===== src/rtl/audio_clkgen_pkg.sv =====
package audio_clkgen_pkg;

  localparam int CFG_W   = 16;
  localparam int CFG_LSB = 2;
  localparam int FIELD_W = CFG_W - CFG_LSB;
  localparam int RATIO_W = 8;
  localparam int CNT_W   = RATIO_W - 1;
  localparam int LEN_W   = 7;
  localparam int POS_W   = LEN_W - 1;

  typedef enum logic [1:0] {
    FMT_I2S   = 2'd0,
    FMT_LEFT  = 2'd1,
    FMT_RIGHT = 2'd2,
    FMT_ALT   = 2'd3
  } fmt_e;

  // control word fields, most significant first, from bit 15 down to bit 2
  typedef struct packed {
    logic       master;
    logic       bclk_inv;
    logic       lrck_inv;
    logic [3:0] div_code;
    logic [2:0] flen_code;
    logic [1:0] wsize_code;
    logic [1:0] fmt;
  } cfg_t;

  function automatic logic [RATIO_W-1:0] ratio_of(input logic [3:0] code);
    logic [RATIO_W-1:0] r;
    case (code)
      4'd0:    r = 8'd1;
      4'd1:    r = 8'd2;
      4'd2:    r = 8'd4;
      4'd3:    r = 8'd6;
      4'd4:    r = 8'd8;
      4'd5:    r = 8'd12;
      4'd6:    r = 8'd16;
      4'd7:    r = 8'd24;
      4'd8:    r = 8'd32;
      4'd9:    r = 8'd48;
      4'd10:   r = 8'd64;
      4'd11:   r = 8'd96;
      4'd12:   r = 8'd128;
      default: r = 8'd192;
    endcase
    return r;
  endfunction

  function automatic logic [LEN_W-1:0] half_len_of(input logic [2:0] code);
    logic [LEN_W-1:0] n;
    n = {{(LEN_W-3){1'b0}}, code} + 1'b1;
    return n << 3;
  endfunction

  function automatic logic [LEN_W-1:0] word_len_of(input logic [1:0] code);
    logic [LEN_W-1:0] w;
    case (code)
      2'd0:    w = 7'd8;
      2'd1:    w = 7'd16;
      2'd2:    w = 7'd20;
      default: w = 7'd24;
    endcase
    return w;
  endfunction

endpackage


===== src/rtl/audio_clkgen_cfg.sv =====
module audio_clkgen_cfg
  import audio_clkgen_pkg::*;
(
  input  logic               clk,
  input  logic               rst_n,
  input  logic               wr_en,
  input  logic [FIELD_W-1:0] wr_fields,
  input  logic               frame_end,
  output cfg_t               act,
  output logic               apply
);

  cfg_t pend;
  logic pend_vld;

  // a master keeps its setting until the frame closes; a slave takes it at once
  assign apply = pend_vld && (!act.master || frame_end);

  always_ff @(posedge clk) begin
    if (!rst_n) begin
      pend     <= '0;
      pend_vld <= 1'b0;
      act      <= '0;
    end else begin
      if (apply) act <= pend;
      if (wr_en) begin
        pend     <= cfg_t'(wr_fields);
        pend_vld <= 1'b1;
      end else if (apply) begin
        pend_vld <= 1'b0;
      end
    end
  end

endmodule


===== src/rtl/audio_clkgen_div.sv =====
module audio_clkgen_div
  import audio_clkgen_pkg::*;
(
  input  logic               clk,
  input  logic               rst_n,
  input  logic               run,
  input  logic               restart,
  input  logic [RATIO_W-1:0] ratio,
  output logic               raw,
  output logic               tick
);

  logic [CNT_W-1:0] cnt;
  logic [CNT_W-1:0] half;
  logic             is_one;
  logic             at_wrap;

  assign half    = ratio[RATIO_W-1:1];
  assign is_one  = (ratio == 8'd1);
  assign at_wrap = (cnt == half - 1'b1);
  // a bit period closes when the internal clock falls
  assign tick    = run && (is_one || (at_wrap && raw));

  always_ff @(posedge clk) begin
    if (!rst_n || restart || !run) begin
      cnt <= '0;
      raw <= 1'b0;
    end else if (!is_one) begin
      if (at_wrap) begin
        cnt <= '0;
        raw <= ~raw;
      end else begin
        cnt <= cnt + 1'b1;
      end
    end
  end

endmodule


===== src/rtl/audio_clkgen_sync.sv =====
module audio_clkgen_sync #(
  parameter int WIDTH  = 2,
  parameter int STAGES = 2
) (
  input  logic             clk,
  input  logic             rst_n,
  input  logic [WIDTH-1:0] d,
  output logic [WIDTH-1:0] q,
  output logic [WIDTH-1:0] q_prev
);

  logic [WIDTH-1:0] stage [STAGES];

  for (genvar i = 0; i < STAGES; i++) begin : g_stage
    if (i == 0) begin : g_first
      always_ff @(posedge clk) begin
        if (!rst_n) stage[i] <= '0;
        else        stage[i] <= d;
      end
    end else begin : g_next
      always_ff @(posedge clk) begin
        if (!rst_n) stage[i] <= '0;
        else        stage[i] <= stage[i-1];
      end
    end
  end

  always_ff @(posedge clk) begin
    if (!rst_n) q_prev <= '0;
    else        q_prev <= stage[STAGES-1];
  end

  assign q = stage[STAGES-1];

endmodule


===== src/rtl/audio_clkgen_frame.sv =====
module audio_clkgen_frame
  import audio_clkgen_pkg::*;
(
  input  logic             clk,
  input  logic             rst_n,
  input  logic             restart,
  input  logic             master,
  input  logic             tick,
  input  logic [LEN_W-1:0] half_len,
  input  logic             ext_phase,
  input  logic             ext_fall,
  output logic [POS_W-1:0] pos,
  output logic             phase,
  output logic             frame_end
);

  localparam logic [POS_W-1:0] POS_MAX = '1;

  logic last_bit;

  assign last_bit  = ({1'b0, pos} == half_len - 1'b1);
  assign frame_end = master && tick && last_bit && phase;

  always_ff @(posedge clk) begin
    if (!rst_n || restart) begin
      pos   <= '0;
      phase <= 1'b0;
    end else if (master) begin
      if (tick) begin
        if (last_bit) begin
          pos   <= '0;
          phase <= ~phase;
        end else begin
          pos <= pos + 1'b1;
        end
      end
    end else begin
      // a frame edge from the pins outranks a bit edge in the same cycle
      if (ext_phase != phase) begin
        phase <= ext_phase;
        pos   <= '0;
      end else if (ext_fall && pos != POS_MAX) begin
        pos <= pos + 1'b1;
      end
    end
  end

endmodule


===== src/rtl/audio_clkgen.sv =====
module audio_clkgen
  import audio_clkgen_pkg::*;
#(
  parameter int SYNC_STAGES = 2
) (
  input  logic             clk,
  input  logic             rst_n,
  input  logic             cfg_wr,
  input  logic [CFG_W-1:0] cfg_wdata,
  input  logic             bclk_i,
  input  logic             lrck_i,
  output logic             bclk_o,
  output logic             bclk_oe,
  output logic             lrck_o,
  output logic             lrck_oe,
  output logic             frame_phase,
  output logic [POS_W-1:0] bit_pos,
  output logic             word_active
);

  cfg_t               act;
  logic               apply;
  logic               frame_end;
  logic [RATIO_W-1:0] ratio;
  logic [LEN_W-1:0]   half_len;
  logic [LEN_W-1:0]   word_len;
  logic               bclk_raw;
  logic               div_tick;
  logic [1:0]         pin_sync;
  logic [1:0]         pin_prev;
  logic               ext_b_now;
  logic               ext_b_old;
  logic               ext_fall;
  logic               ext_phase;
  logic [LEN_W-1:0]   win_start;
  logic [LEN_W-1:0]   win_sum;
  logic [LEN_W-1:0]   win_end;
  logic [LEN_W-1:0]   pos_wide;
  logic               cfg_unused;

  assign cfg_unused = ^cfg_wdata[CFG_LSB-1:0];

  assign ratio    = ratio_of(act.div_code);
  assign half_len = half_len_of(act.flen_code);
  assign word_len = word_len_of(act.wsize_code);

  audio_clkgen_cfg u_cfg (
    .clk       (clk),
    .rst_n     (rst_n),
    .wr_en     (cfg_wr),
    .wr_fields (cfg_wdata[CFG_W-1:CFG_LSB]),
    .frame_end (frame_end),
    .act       (act),
    .apply     (apply)
  );

  audio_clkgen_div u_div (
    .clk     (clk),
    .rst_n   (rst_n),
    .run     (act.master),
    .restart (apply),
    .ratio   (ratio),
    .raw     (bclk_raw),
    .tick    (div_tick)
  );

  audio_clkgen_sync #(
    .WIDTH  (2),
    .STAGES (SYNC_STAGES)
  ) u_sync (
    .clk    (clk),
    .rst_n  (rst_n),
    .d      ({bclk_i, lrck_i}),
    .q      (pin_sync),
    .q_prev (pin_prev)
  );

  assign ext_b_now = pin_sync[1] ^ act.bclk_inv;
  assign ext_b_old = pin_prev[1] ^ act.bclk_inv;
  assign ext_fall  = ext_b_old && !ext_b_now;
  // frame invert bit reads backwards: set means left half low
  assign ext_phase = pin_sync[0] ^ ~act.lrck_inv;

  audio_clkgen_frame u_frame (
    .clk       (clk),
    .rst_n     (rst_n),
    .restart   (apply),
    .master    (act.master),
    .tick      (div_tick),
    .half_len  (half_len),
    .ext_phase (ext_phase),
    .ext_fall  (ext_fall),
    .pos       (bit_pos),
    .phase     (frame_phase),
    .frame_end (frame_end)
  );

  // sample window inside one channel half
  always_comb begin
    case (fmt_e'(act.fmt))
      FMT_I2S:   win_start = 7'd1;
      FMT_RIGHT: win_start = (half_len > word_len) ? half_len - word_len : '0;
      default:   win_start = '0;
    endcase
    win_sum  = win_start + word_len;
    win_end  = (win_sum < half_len) ? win_sum : half_len;
  end

  assign pos_wide    = {1'b0, bit_pos};
  assign word_active = (pos_wide >= win_start) && (pos_wide < win_end);

  assign bclk_oe = act.master;
  assign lrck_oe = act.master;
  assign bclk_o  = act.master && (((ratio == 8'd1) ? clk : bclk_raw) ^ act.bclk_inv);
  assign lrck_o  = act.master && (frame_phase ^ ~act.lrck_inv);

endmodule


===== config.mk =====
export PLATFORM = sky130hd
export DESIGN_NAME = audio_clkgen
export DESIGN_NICKNAME = d
export VERILOG_FILES = /design/src/rtl/audio_clkgen_pkg.sv /design/src/rtl/audio_clkgen_cfg.sv /design/src/rtl/audio_clkgen_div.sv /design/src/rtl/audio_clkgen_sync.sv /design/src/rtl/audio_clkgen_frame.sv /design/src/rtl/audio_clkgen.sv
export SDC_FILE = /design/constraint.sdc
export NUM_CORES = 1
export LEC_CHECK = 0
export ABC_AREA = 1
export BUFFER_PORTS_ARGS = -buffer_cell sky130_fd_sc_hd__buf_2
export CORE_MARGIN = 3
export CORE_UTILIZATION = 40
export CTS_CLUSTER_SIZE = 8
export DETAILED_ROUTE_END_ITERATION = 10
export GPL_TIMING_DRIVEN = 0
export SYNTH_ARGS = -nofsm -noshare
export SYNTH_HDL_FRONTEND = slang
export SYNTH_HIERARCHICAL = 1
export SYNTH_SLANG_ARGS = --single-unit

===== constraint.sdc =====
create_clock -name clk -period 6 [get_ports clk]
set_input_delay 0.3 -clock clk [delete_from_list [all_inputs] [get_ports clk]]
set_output_delay 0.3 -clock clk [all_outputs]
set_load 0.01 [all_outputs]

* Word level (Yosys, flattened, before mapping) *
Memory sizes are Yosys's and may differ from the RTL's. A register that Yosys moved wholly into a read port is not among the register bits.
Index checks and enable logic that the tools add are counted.

storage, ports and cells
  register bits = 46
  bits in writable memories = 4
  bits in read-only memories = 128
  bits of input ports = 21
  output and inout bits = 12
  memories = 2

cells by class
  add/sub/neg operators = 7
  order comparisons = 4
  equal/unequal tests = 10
  mux-type cells = 23
  bitwise gates (word level) = 11
  reduce and logical (&&, ||, !) cells = 26

memories
  memory           words  bits a word  read ports  clocked after memory_dff  write ports  RTL line                 RTL
  (no name shown)  16     8            1           1                         0            audio_clkgen_pkg.sv:31   case (code)
  u_sync.stage     2      2            2           0                         2            audio_clkgen_sync.sv:12  logic [WIDTH-1:0] stage [STAGES];

operators by type and width
  cell                   number
  $mux W6                5
  $mux W7                3
  $pmux W5 S3            1
  $pmux W7 S2            1
  $sub A7 B1 Y7 const B  2
  $logic_and A1 B1 Y1    11
  $mux W1                9
  $eq A8 B1 Y1 const B   1
  $mux W4                2
  $add A7 B1 Y7 const B  1
  $add A7 B7 Y7          1
  $eq A6 B7 Y1           1
  $eq A7 B7 Y1           1
  $ge A6 B7 Y1           1
  $gt A7 B7 Y1           1
  $lt A6 B7 Y1           1
  $lt A7 B7 Y1           1
  $sub A7 B7 Y7          1
  $add A6 B1 Y6 const B  1
  $ne A6 B6 Y1 const B   1
  $xor A1 B1 Y1          5
  $add A3 B1 Y4 const B  1
  $eq A2 B2 Y1 const B   2
  $logic_not A2 Y1       2
  12 further kinds       25

* Longest topological paths before layout *
  depth after elaboration = 12
  gate-level depth with buffers = 33
  gate-level depth less buffers = 33

* By module *
The synthesis kept the hierarchy.

by module, submodules not included
  module              instances  cells an instance  area an instance (um2)
  audio_clkgen_cfg    1          145                1148.6
  audio_clkgen        1          158                958.4
  audio_clkgen_div    1          114                774.5
  audio_clkgen_frame  1          134                693.2
  audio_clkgen_sync   1          18                 165.2

==> summary.md <==
| Metric | Value |
|---|---|
| Slowest cell delay on critical path | 0.43 ns |
| LEAKAGE | 2.14 nW |
| Nets | 668 |
| Critical path depth | 25 |
| Gate Count Post-Synth | 566 |
| CTS tree | built |
| CP Class | register to output port |
| Final Max Slew Viols | 0 |
| Power Density | 242 nW/um2 |
| CP Data Required Time | 5.70 ns |
| Hold Path Cell Cnt | 3 |
| Hold Buf Count CTS | 0 |
| Area of the core | 8850 um2 |
| Worst path top cell family by delay | adder cells |
| Crit path DAT | 5.13 ns |
| Worst reg2reg path depth | 18 |
| Worst Skew | 0.00649 ns |
| Post-Place Cells | 712 |
| Worst slew margin | 0.596 |
| DP Wirelength | 6330 um |
| Final period util | 0.905 |
| Initial Util | 0.420 |
| Port-buffer cells | 30 |
| Footprint of the multi-input gates | 2290 um2 |
| Setup TNS Final | 0 ns |
| TritonRoute pass-1 iters | 4 |
| # IOs | 33 |
| Die H | 102 um |
| Num rows | 34 |
| Fin. Hold Viols | 0 |
| N_diodes | 0 |
| R2r endpoint | u_div/cnt[5]$_SDFFE_PP0P_ |
| Die X | 102 um |
| Endpoints failing setup | 0 |
| Number of vias per cell | 4.76 |
| R2R Path Start | u_cfg/act[8]$_SDFFE_PN0P_ |
| Critical Path End | word_active |
| Mapped Area | 3710 um2 |
| Bufs and invs on worst path | 1 |
| Layout Cells excl Fill | 730 |
| Die area | 10500 um2 |
| Most frequent cells in the layout | nand2_1, inv_1, nor2_1 |
| Routed len/inst | 11.2 um |
| Gpl congestion | 0.857 |
| # Max-Cap Violations | 0 |
| Clk_lat worst skew | 0.41 ns |
| Antenna violations before repair | 0 |
| ANT nets after route | 0 |
| Layout cell share with drive strength beyond 1 | 0.175 |
| Worst setup SP type | register |
| Worst min path class | primary input to register |
| Final WL | 8170 um |
| DRT iter0 DRCs | 105 |
| Layout area overhead | 14.7% |
| Vias | 3478 |
| Largest net degree at the start of global routing | 17 |
| Clk pin slew, worst setup/hold paths | 0.10 ns |
| Critical path startpoint | u_cfg/act[4]$_SDFFE_PN0P_ |
| Register area | 982 um2 |
| Vias in the first global route | 3396 |
| First-pass GRT wire length | 14600 um |
| Most frequent CP cell | nand2_1 |
| Avg Cell Area, Syn | 6.56 um2 |
| Slowest-stage cell, CP | ha_1 |
| Unrepaired setup endpoints after global routing | false |
| Gr ovfl total | 0 |
| Actual slew at the worst max-slew pin | 0.602 ns |
| GRT Total Usage | 0.174 |
| Setup Buffers After CTS | 0 |
| Commonest non-fill, non-tap cell in the layout | nand2_1 |
| Fmax | 0.184 GHz |
| Synth Warn # | 6 |
| Crit-path max FO | 7 |
| Peak supply drop | 156 uV |
| Status | finished clean |
| CP Capture Type | output port |
| R2R setup slack | 2.89 ns |
| # fillers | 938 |
| Final worst path period need | 5.43 ns |
| # DRC | 0 |
-- worst register-to-register path: stages, from the launching register on --
cell and delay, ns:
dfxtp_1 0.36, inv_1 0.12, nand2_1 0.08, o21ai_0 0.27, inv_1 0.10, ha_1 0.31
xnor2_1 0.16, nor2_4 0.10, nand3_2 0.09, nor2_4 0.15, nand3_1 0.10, a21boi_1 0.13
inv_1 0.07, nor3_1 0.22, inv_1 0.14, a21boi_0 0.25, nor2_1 0.16, nand2_4 0.15
nor2_2 0.06
-- metal layers --
layer / global-route usage / wire length [um] / vias to the layer above
met5: 0 / 0 / -
met1: 0.208 / 3830 / 1555
li1: - / - / 1854
met4: 0.0747 / 143 / 0
met3: 0.0362 / 222 / 14
met2: 0.300 / 3970 / 55
-- registers in the layout (all words and copies together), names as in the netlist --
signal and count:
u_sync/q_prev 1, u_sync/stage 4, u_cfg/pend_vld 1, u_cfg/pend 14, u_cfg/act 14, u_frame/pos 6
u_frame/phase 1, u_div/raw 1, u_div/cnt 7
-- cell type report --
type	count	area share
repair buffers	29	0.0341
flip-flops and latches	49	0.231
clock inverters	2	0.00412
multi-input cells	413	0.538
clock buffers	17	0.0506
plain buffers	12	0.0215
inverters	100	0.0894
well taps	108	0.0317
-- what timing repair did --
item,CTS,global route
endpoints found under the setup margin,0,1
resized for setup,0,1
endpoints found under the hold margin,0,0
-- where the power goes --
part / switching, W / total, W / internal, W
sequential: 0.0000176 / 0.000361 / 0.000344
clock: 0.000153 / 0.000366 / 0.000213
combinational: 0.000189 / 0.000301 / 0.000111
-- how the worst min path moves through the flow --
stage / startpoint / end / slack, ns
after floorplan: u_sync/stage[0][0]$_SDFF_PN0_ / u_sync/stage[1][0]$_SDFF_PN0_ / 0.39
after global placement: u_sync/stage[0][1]$_SDFF_PN0_ / u_sync/stage[1][1]$_SDFF_PN0_ / 0.42
after detailed placement: u_sync/stage[0][1]$_SDFF_PN0_ / u_sync/stage[1][1]$_SDFF_PN0_ / 0.41
after CTS: bclk_i / u_sync/stage[0][1]$_SDFF_PN0_ / 0.06
after global routing: lrck_i / u_sync/stage[0][0]$_SDFF_PN0_ / 0.09
final: bclk_i / u_sync/stage[0][1]$_SDFF_PN0_ / 0.07
-- stage by stage --
| step | setup slack (ns) | utilization | hold slack (ns) | cell area, um2 | power (W) |
|---|---|---|---|---|---|
| after floorplan | 1.60 | - | 0.390 | 3740 | 0.000607 |
| after global placement | 0.966 | 0.455 | 0.420 | 4030 | 0.000667 |
| after detailed placement | 0.856 | 0.455 | 0.409 | 4030 | 0.000675 |
| after CTS | 0.386 | 0.481 | 0.0559 | 4260 | 0.00104 |
| after global routing | 0.0243 | 0.481 | 0.0864 | 4260 | 0.00111 |
| final | 0.573 | 0.481 | 0.0673 | 4260 | 0.00103 |
No activity file was read; power rests on OpenSTA's default activity.
